**src/rtl/baud_tick_pkg.sv**
```systemverilog
package baud_tick_pkg;
    typedef enum logic [0:0] {
        ST_WAIT = 1'b0,
        ST_RUN  = 1'b1
    } div_state_e;
endpackage

```
**src/rtl/bt_prescale.sv**
```systemverilog
module bt_prescale #(
    parameter int RATIO = 4
) (
    input  logic clk,
    input  logic rst_n,
    input  logic sel_slow,
    output logic pre_tick
);
    localparam int CW = (RATIO > 1) ? $clog2(RATIO) : 1;
    localparam logic [CW-1:0] LAST = CW'(RATIO - 1);

    logic [CW-1:0] cnt_q;

    always_ff @(posedge clk) begin
        if (!rst_n)              cnt_q <= '0;
        else if (cnt_q == LAST)  cnt_q <= '0;
        else                     cnt_q <= cnt_q + 1'b1;
    end

    assign pre_tick = sel_slow ? (cnt_q == LAST) : 1'b1;

    // two slow ticks are never adjacent
    assert_div4_gap_R2: assert property (@(posedge clk) disable iff (!rst_n)
        (sel_slow && pre_tick) |=> !(sel_slow && pre_tick));
endmodule

```
**src/rtl/bt_divreg.sv**
```systemverilog
module bt_divreg #(
    parameter int DIV_W = 16,
    parameter int AW    = 1
) (
    input  logic             clk,
    input  logic             rst_n,
    input  logic             wr_en,
    input  logic [AW-1:0]    wr_addr,
    input  logic [7:0]       wr_data,
    output logic [DIV_W-1:0] div_eff,
    output logic             reload_req
);
    localparam int NB = DIV_W / 8;

    logic [DIV_W-1:0] raw;

    for (genvar g = 0; g < NB; g++) begin : g_lane
        logic [7:0] byte_q;
        always_ff @(posedge clk) begin
            if (!rst_n)                                 byte_q <= 8'h00;
            else if (wr_en && (wr_addr == AW'(g)))      byte_q <= wr_data;
        end
        assign raw[g*8 +: 8] = byte_q;
    end

    always_ff @(posedge clk) begin
        if (!rst_n) reload_req <= 1'b0;
        else        reload_req <= wr_en;
    end

    assign div_eff = (raw == '0) ? DIV_W'(1) : raw;
endmodule

```
**src/rtl/bt_divider.sv**
```systemverilog
module bt_divider
    import baud_tick_pkg::*;
#(
    parameter int DIV_W = 16
) (
    input  logic             clk,
    input  logic             rst_n,
    input  logic             pre_tick,
    input  logic             reload_req,
    input  logic [DIV_W-1:0] div_i,
    output logic             os_q,
    output logic             load_o
);
    div_state_e       st_q, st_d;
    logic [DIV_W-1:0] cnt_q, cnt_d;
    logic             fire;

    always_ff @(posedge clk) begin
        if (!rst_n) begin
            st_q  <= ST_WAIT;
            cnt_q <= DIV_W'(1);
            os_q  <= 1'b0;
        end else begin
            st_q  <= st_d;
            cnt_q <= cnt_d;
            os_q  <= fire;
        end
    end

    always_comb begin
        st_d   = st_q;
        cnt_d  = cnt_q;
        fire   = 1'b0;
        load_o = 1'b0;
        unique case (st_q)
            ST_WAIT: begin
                if (!reload_req && pre_tick) begin
                    cnt_d  = div_i;
                    st_d   = ST_RUN;
                    load_o = 1'b1;
                end
            end
            ST_RUN: begin
                if (reload_req) begin
                    st_d = ST_WAIT;
                end else if (pre_tick) begin
                    if (cnt_q == DIV_W'(1)) begin
                        fire  = 1'b1;
                        cnt_d = div_i;
                    end else begin
                        cnt_d = cnt_q - 1'b1;
                    end
                end
            end
            default: st_d = ST_WAIT;
        endcase
    end

    assert_cnt_nonzero_R4: assert property (@(posedge clk) disable iff (!rst_n)
        (st_q == ST_RUN) |-> (cnt_q != '0));

    assert_single_pulse_R5: assert property (@(posedge clk) disable iff (!rst_n)
        (os_q && div_i > DIV_W'(1)) |=> !os_q);

    assert_write_stops_run_R6: assert property (@(posedge clk) disable iff (!rst_n)
        reload_req |=> (st_q == ST_WAIT));
endmodule

```
**src/rtl/bt_bitcnt.sv**
```systemverilog
module bt_bitcnt #(
    parameter int RATIO = 16
) (
    input  logic clk,
    input  logic rst_n,
    input  logic clear,
    input  logic os_tick,
    output logic bit_q
);
    localparam int CW = $clog2(RATIO);
    localparam logic [CW-1:0] LAST = CW'(RATIO - 1);

    logic [CW-1:0] cnt_q;

    always_ff @(posedge clk) begin
        if (!rst_n) begin
            cnt_q <= '0;
            bit_q <= 1'b0;
        end else begin
            bit_q <= !clear && os_tick && (cnt_q == LAST);
            if (clear)        cnt_q <= '0;
            else if (os_tick) cnt_q <= (cnt_q == LAST) ? '0 : cnt_q + 1'b1;
        end
    end

    assert_bit_single_R7: assert property (@(posedge clk) disable iff (!rst_n)
        bit_q |=> !bit_q);

    assert_bit_follows_os_R7: assert property (@(posedge clk) disable iff (!rst_n)
        $rose(bit_q) |-> $past(os_tick));
endmodule

```
**src/rtl/baud_tick_gen.sv**
```systemverilog
module baud_tick_gen #(
    parameter int DIV_W     = 16,
    parameter int PRE_RATIO = 4,
    parameter int OS_RATIO  = 16
) (
    input  logic       clk,
    input  logic       rst_n,
    input  logic       presc_x4,
    input  logic       wr_en,
    input  logic [0:0] wr_addr,
    input  logic [7:0] wr_data,
    output logic       os_tick,
    output logic       bit_tick
);
    logic             pre_tick;
    logic             reload_req;
    logic             load_evt;
    logic [DIV_W-1:0] div_eff;

    bt_prescale #(.RATIO(PRE_RATIO)) u_pre (
        .clk(clk), .rst_n(rst_n), .sel_slow(presc_x4), .pre_tick(pre_tick)
    );

    bt_divreg #(.DIV_W(DIV_W), .AW(1)) u_reg (
        .clk(clk), .rst_n(rst_n), .wr_en(wr_en), .wr_addr(wr_addr),
        .wr_data(wr_data), .div_eff(div_eff), .reload_req(reload_req)
    );

    bt_divider #(.DIV_W(DIV_W)) u_div (
        .clk(clk), .rst_n(rst_n), .pre_tick(pre_tick), .reload_req(reload_req),
        .div_i(div_eff), .os_q(os_tick), .load_o(load_evt)
    );

    bt_bitcnt #(.RATIO(OS_RATIO)) u_bit (
        .clk(clk), .rst_n(rst_n), .clear(load_evt), .os_tick(os_tick),
        .bit_q(bit_tick)
    );

    assert_reset_quiet_R9: assert property (@(posedge clk)
        !rst_n |=> (!os_tick && !bit_tick));
endmodule

```
**config.mk**
```make
export PLATFORM = sky130hd
export DESIGN_NAME = baud_tick_gen
export DESIGN_NICKNAME = d
export VERILOG_FILES = /design/src/rtl/baud_tick_pkg.sv /design/src/rtl/bt_prescale.sv /design/src/rtl/bt_divreg.sv /design/src/rtl/bt_divider.sv /design/src/rtl/bt_bitcnt.sv /design/src/rtl/baud_tick_gen.sv
export SDC_FILE = /design/constraint.sdc
export NUM_CORES = 1
export LEC_CHECK = 0
export ABC_AREA = 1
export BUFFER_PORTS_ARGS = -buffer_cell sky130_fd_sc_hd__buf_2
export CAP_MARGIN = 20
export CORE_MARGIN = 3
export CORE_UTILIZATION = 54
export CTS_CLUSTER_SIZE = 30
export DETAILED_ROUTE_END_ITERATION = 6
export GPL_TIMING_DRIVEN = 0
export PLACE_DENSITY = 0.86
export SYNTH_ARGS = -nofsm -noshare
export SYNTH_HDL_FRONTEND = slang
export SYNTH_SLANG_ARGS = --single-unit
```
**constraint.sdc**
```tcl
create_clock -name clk -period 1.3 [get_ports clk]
set_input_delay 0.065 -clock clk [delete_from_list [all_inputs] [get_ports clk]]
set_output_delay 0.065 -clock clk [all_outputs]
set_load 0.005 [all_outputs]
```
==> impl_metrics.toml, run 1 <==
[cells_and_area]
final_cell_area_mm2 = 0.00286
final_util_pct = 74.7
fin_nets = 385
syn2layout_area_growth_pct = 28.2
layout-drive-gt1-share_pct = 26.3
diodes = 0

[route]
wire_per_inst_um = 14.8
initialDrtViolationCount = 186
postRouteAntennaNets = 0
drc = 0
vias_per_cell = 5.47
finalWirelength_um = 6190
vias = 2280
firstDrtPassIters = 5

[timing]
fin_crit_ns = 1.53
hold_ws_ns = -0.00791
relSlewSlack_pct = 71.8
finClkSkew_ns = 0.00734
worstMarginPinSlew_ns = 0.423
fin_crit_sh_pct = 118
slew_viol_final = 0
hold_viol = 1
rsz0062_at_grt = "yes"
setup_ws_ns = -0.232
fmaxAchievable_ghz = 0.653
setup_violations = 22

[worst_setup_path]
cp.required_ns = 1.53
crit_path_start_kind = "register"
path_delay_family = "simple AND/OR/NAND/NOR gates"
cp_slowest_cell = "dfxtp_2"
crit_buf_inv = 1
cp.arrival_ns = 1.76
worstSetupPathType = "reg2reg"
path_max_fanout = 5
crit_path_end_kind = "register"
path_cells = "inv_1, ha_4, nand2_4, nor2_4, xor2_1, nand2_1, nand2_1, nor2_1, nor2_1"
max_stage_delay_ns = 0.35

[pwr]
p_int_w = 0.00251
power.density_mw_per_mm2 = 1280
ir_worst_vdd_mv = 0.775
p_seq_share_pct = 40.7
swShare_pct = 31.3
p_switching_w = 0.00115
combPwrFrac_pct = 24.7
p_total_w = 0.00366
power_leakage_nw = 1.29
p_clk_share_pct = 34.6

[clock_tree]
cts_max_level = 2
clock-sinks = 42
cts-root-buf = "clkbuf_8"
cts_tree = "done"
path_clk_slew_ns = 0.09
clk_latency_ns = 0.31
numCtsBuffers = 5
clock_tree.buffer_depth = 2

[place]
place_congestion = 0.910
place_area_mm2 = 0.00236
portBuffers = 14
hpwl_um = 3640

[logic_synthesis]
synth_edf_count = 0
synth_adder_area_share_pct = 2.24
netlist_area_mm2 = 0.00223
synth_flop_cell = "dfxtp_1"
yosysWarnings = 0
synth_xor_area_share_pct = 1.96
synthDistinctLibCells = 30
avgSynthCellArea_um2 = 6.70
synth_mux_area_share_pct = 0
synth_compound_area_share_pct = 13.4
synth_top_family_by_area = "simple AND/OR/NAND/NOR gates"
syn_nets = 350
async_flop_share_pct = 0
ys_ff_latch = 42
yosysSeqAreaShare_pct = 37.7
synthCells = 333
yosys.area_share.simple_pct = 36.0

[die]
fp.dieH_um = 70.3
coreArea_mm2 = 0.00383
rows = 22
fp.dieW_um = 70.3
ios = 15
dieArea_mm2 = 0.00494
initial_core_util_pct = 58.3

[global_route]
grt_pass1_wl_um = 8890
grtUsageMet3_pct = 5.61
grt_pass1_vias = 1948
antenna_found_initial = 0
busiest_layer = "met2"
grtUsageMet1_pct = 29.8
grt-ovfl-total = 0
grtUsageMet2_pct = 35.8
grt_use_total_pct = 22.2
grt_max_degree = 15

[worst_hold_path]
min_path_type = "in2reg"

[outcome]
status = "finished, violations left"
violations = "hold timing, setup timing"

[flow_run]
max_cap_violations = 0
==> power by group through the flow <==
stage | registers [W] | clock network (W) | logic, W
2_1_floorplan | 0.00147 | 0 | 0.000529
3_3_place_gp | 0.00149 | 0 | 0.000645
3_5_place_dp | 0.00149 | 0 | 0.000665
4_1_cts | 0.00147 | 0.00126 | 0.000791
5_1_grt | 0.00150 | 0.00133 | 0.000997
6_report | 0.00149 | 0.00126 | 0.000903
==> logic make-up after synthesis <==
| family | after synthesis |
|---|---|
| AND/OR/NAND/NOR | 180 |
| XOR/XNOR | 5 |
| buffers and inverters | 44 |
| AO/OA/AOI/OAI | 58 |
| adder cells (fa/ha/maj) | 4 |
| flip-flops | 42 |
==> path summary, 6_finish.rpt <==
path                                startpoint                         to  slack [ns]  cells after the start
worst max-delay path            u_div.cnt_q[0]             u_div.cnt_q[6]       -0.23                      9
worst min-delay path                wr_data[2]  u_reg.g_lane[0].byte_q[2]      -0.008                      3
worst max register to register  u_div.cnt_q[0]             u_div.cnt_q[6]       -0.23                      9
worst min register to register  u_pre.cnt_q[0]             u_pre.cnt_q[0]        0.49                      1
==> layout by cell type (no fill, tap or decap), types with 2 or more instances in the layout <==
master	instances
nand4_1	3
buf_2	15
xor2_1	4
nand2_1	48
dfxtp_1	38
ha_4	3
dlygate4sd3_1	2
clkbuf_1	3
dfxtp_2	4
buf_4	8
nand2_4	3
nand3_1	18
a21oi_2	7
a21oi_1	15
o21ai_1	2
inv_1	31
bufinv_16	2
inv_2	3
nand3_2	9
nor2_4	8
o21ai_0	29
nor2_1	72
buf_6	6
nand2_2	8
clkbuf_8	5
nor2_2	4
==> registers in the layout, indices dropped and copies added (netlist names) <==
| register | flops |
|---|---|
| u_bit.cnt_q | 4 |
| u_reg.reload_req | 1 |
| u_div.os_q | 1 |
| u_reg.g_lane.byte_q | 16 |
| u_div.st_q | 1 |
| u_bit.bit_q | 1 |
| u_pre.cnt_q | 2 |
| u_div.cnt_q | 16 |
==> stage by stage <==
| step | worst slack (ns) | TNS [ns] | std cells |
|---|---|---|---|
| finish | -0.232 | -3.56 | 417 |
| global route | -0.348 | -5.47 | 417 |
| CTS | -0.194 | -2.72 | 414 |
| detailed placement | -0.260 | -4.29 | 395 |
| global placement | -0.257 | -3.78 | 395 |
| floorplan | -0.0610 | -0.410 | 333 |
==> metal layers <==
| layer | vias to the layer above | routed length, µm | part of all wire (%) |
|---|---|---|---|
| met2 | 88 | 3100 | 50 |
| met3 | 18 | 368 | 5.9 |
| met4 | 0 | 187 | 3.0 |
| met1 | 1033 | 2540 | 41 |
| li1 | 1141 | - | - |
| met5 | - | 0 | 0 |
==> synth_stat cells (3+ instances only) <==
master	instances	share of area, %
ha_1	4	2.2
nand3_1	27	6.1
xor2_1	4	1.6
inv_1	34	5.7
nor2_2	4	1.1
dfxtp_1	42	38
nand4_1	3	0.84
clkbuf_1	4	0.67
nand2_1	54	9.1
nor2_4	5	2.5
o21ai_0	31	7.0
a21oi_1	22	4.9
nor2_1	75	13
nand2_2	4	1.1
==> worst register-to-register path: cells and delay by family, from the launching register on <==
kind	cells	cell delay, ns
AND/OR/NAND/NOR	6	0.61
adder cells (fa/ha/maj)	1	0.18
XOR/XNOR	1	0.17
buffers and inverters	1	0.15
flip-flops	1	0.35
==> area by class of cell <==
cell class,instances,area [µm²]
clock inverters,3,68.8
well taps,48,60.1
inverters,36,138
clock buffers,5,68.8
multi-input cells,247,1400
repair buffers,28,209
flip-flops and latches,42,846
fillers,271,968
plain buffers,8,67.6
==> timing repair <==
action / CTS / global route
endpoints found under the setup margin: 22 / 22
cloned: 1 / 1
setup buffers: 8 / 2
endpoints found under the hold margin: 2 / 0
hold buffers: 2 / 0
gates resized for setup: 24 / 38
pin swaps: 7 / 17
Power figures use the tool's default switching activity.
==> run 2, diff against run 1 <==
--- a/config.mk
+++ b/config.mk
@@ -14,6 +14,7 @@
 export DETAILED_ROUTE_END_ITERATION = 6
 export GPL_TIMING_DRIVEN = 0
 export PLACE_DENSITY = 0.86
+export SETUP_SLACK_MARGIN = 0.1
 export SYNTH_ARGS = -nofsm -noshare
 export SYNTH_HDL_FRONTEND = slang
 export SYNTH_SLANG_ARGS = --single-unit
==> run 2 against run 1 <==
Net effect:
- the flow finishes with violations (setup timing)
- setup slack worse by 0.15 ns
- die area unchanged
- final area down 0.39%
- hold slack better by 0.026 ns
- global-route usage up 1.3 points
- first-iteration DRC count up 3.8%
- utilization down 0.29 points
- cell count down 0.24%
- sequential power about the same
- clock-buffer cell count up 1
- non-clock buffer count unchanged
- maximum frequency down 8.8%
- largest cell class unchanged
==> impl_metrics.toml, run 2 (synthesis gave the netlist of run 1 again) <==
[timing]
setup_ws_ns = -0.380
fin_crit_sh_pct = 129
hold_ws_ns = 0.0184
relSlewSlack_pct = 71.4
fmaxAchievable_ghz = 0.595
setup_violations = 22
slew_viol_final = 0
rsz0062_at_grt = "yes"
finClkSkew_ns = 0.00939
fin_crit_ns = 1.68
setup_tns_ns = -5.12
hold_viol = 0
worstMarginPinSlew_ns = 0.429

[worst_setup_path]
crit_buf_inv = 3
r2r_cells = 12
path_max_fanout = 3
worstSetupPathType = "reg2reg"
r2r_slack_ns = -0.38
crit_path_end = "u_div.cnt_q[2]"
max_stage_delay_ns = 0.34
path_delay_family = "simple AND/OR/NAND/NOR gates"
cp_slowest_cell = "dfxtp_2"
cp.arrival_ns = 1.87
crit_start = "u_div.cnt_q[1]"
cp.required_ns = 1.49
path_cells = "inv_2, ha_4, inv_4, nor2_4, nand2_2, nor2_4, nand2_4, buf_4, nand3_1, nand2_1, a21oi_1, nor2_1"
cp.depth = 12
crit_path_start_kind = "register"
r2r_end = "u_div.cnt_q[2]"
crit_path_end_kind = "register"
r2r-start = "u_div.cnt_q[1]"
path_common_cell = "nor2_4"

[pwr]
power.density_mw_per_mm2 = 1220
p_total_w = 0.00347
ir_worst_vdd_mv = 0.912
power_leakage_nw = 1.27

[global_route]
antenna_found_initial = 0
grt-ovfl-total = 0
grt_pass1_vias = 2061
grt_max_degree = 13
grt_use_total_pct = 23.5
grt_pass1_wl_um = 9320

[cells_and_area]
fillCellCount = 280
layout_common_cells = "70 x nor2_1, 47 x nand2_1, 38 x dfxtp_1, 31 x inv_1, 29 x o21ai_0"
layout-drive-gt1-share_pct = 26.4
syn2layout_area_growth_pct = 27.7
fin_nets = 385
diodes = 0
top_regs = "u_div.cnt_q (16), u_reg.g_lane.byte_q (16), u_bit.cnt_q (4)"
final_util_pct = 74.4
final_common_cell = "nor2_1"

[die]
rows = 22
coreArea_mm2 = 0.00383
dieArea_mm2 = 0.00494
initial_core_util_pct = 58.3
fp.dieW_um = 70.3
ios = 15
fp.dieH_um = 70.3

[place]
pre_cts_slack_ns = -0.266
hpwl_um = 3610
portBuffers = 14
place_congestion = 0.917

[route]
wire_per_inst_um = 15.0
vias = 2346
initialDrtViolationCount = 193
postRouteAntennaNets = 0
finalWirelength_um = 6230
drc = 0
firstDrtPassIters = 5
vias_per_cell = 5.64

[clock_tree]
clk_latency_ns = 0.31
cts_max_level = 2
cts-root-buf = "clkbuf_8"
clock-sinks = 42
path_clk_slew_ns = 0.08
clock_tree.buffer_depth = 2
cts_tree = "done"
numCtsBuffers = 5

[outcome]
violations = "setup timing"
status = "finished, violations left"

[worst_hold_path]
min_path_type = "in2reg"

[flow_run]
max_cap_violations = 0
run 2: area by class of cell:
type / count / area (µm²) / area share (%)
Clock buffer: 6 / 82.6 / 2.90
Buffer: 8 / 67.6 / 2.37
Clock inverter: 1 / 30.0 / 1.05
Timing Repair Buffer: 28 / 213 / 7.47
Multi-Input combinational cell: 247 / 1410 / 49.5
Tap cell: 48 / 60.1 / 2.11
Inverter: 36 / 140 / 4.92
Sequential cell: 42 / 846 / 29.7
run 2: stage by stage:
step | area (µm²) | cells
detailed placement | 2370 | 395
CTS | 2710 | 414
finish | 2850 | 416
global placement | 2370 | 395
global route | 2850 | 416
floorplan | 2240 | 333
run 2: routing by layer:
metal / vias to the layer above / global-route usage [%] / routed length [µm]
met5: - / 0 / 0
li1: 1140 / - / -
met3: 24 / 5.76 / 402
met2: 91 / 37.6 / 3070
met1: 1091 / 29.4 / 2530
met4: 0 / 11.5 / 240
run 2: how the worst min path moves through the flow:
stage	startpoint	end	slack, ns	cells past startpoint
finish	wr_data[3]	u_reg.g_lane[0].byte_q[3]	0.02	3
floorplan	wr_en	u_reg.reload_req	0.16	2
CTS	wr_data[0]	u_reg.g_lane[0].byte_q[0]	0.008	3
detailed placement	wr_en	u_reg.reload_req	0.29	3
global route	wr_data[0]	u_reg.g_lane[0].byte_q[0]	0.04	3
global placement	wr_en	u_reg.reload_req	0.28	3
run 2: power by group:
part | internal [W] | total, W | switching, W | leakage, nW
Sequential | 0.00138 | 0.00148 | 0.000102 | 0.347
Clock | 0.000614 | 0.00107 | 0.000452 | 0.0573
Combinational | 0.000359 | 0.000918 | 0.000558 | 0.868
Total | 0.00235 | 0.00347 | 0.00111 | 1.27
run 2: worst register-to-register path, delay by kind of cell, from the launching register on:
kind / cells / cell delay [ns]
fa+ha+maj: 1 / 0.14
simple gates: 7 / 0.68
compound gates: 1 / 0.14
buf+inv: 3 / 0.28
flops: 1 / 0.34
run 2: what timing repair did:
item | in CTS | in global routing
gates cloned | 1 | 1
hold buffers | 2 | 0
resized for setup | 28 | 37
setup buffers | 9 | 5
pin swaps | 8 | 24
setup endpoints to repair | 22 | 22
hold endpoints to repair | 2 | 0
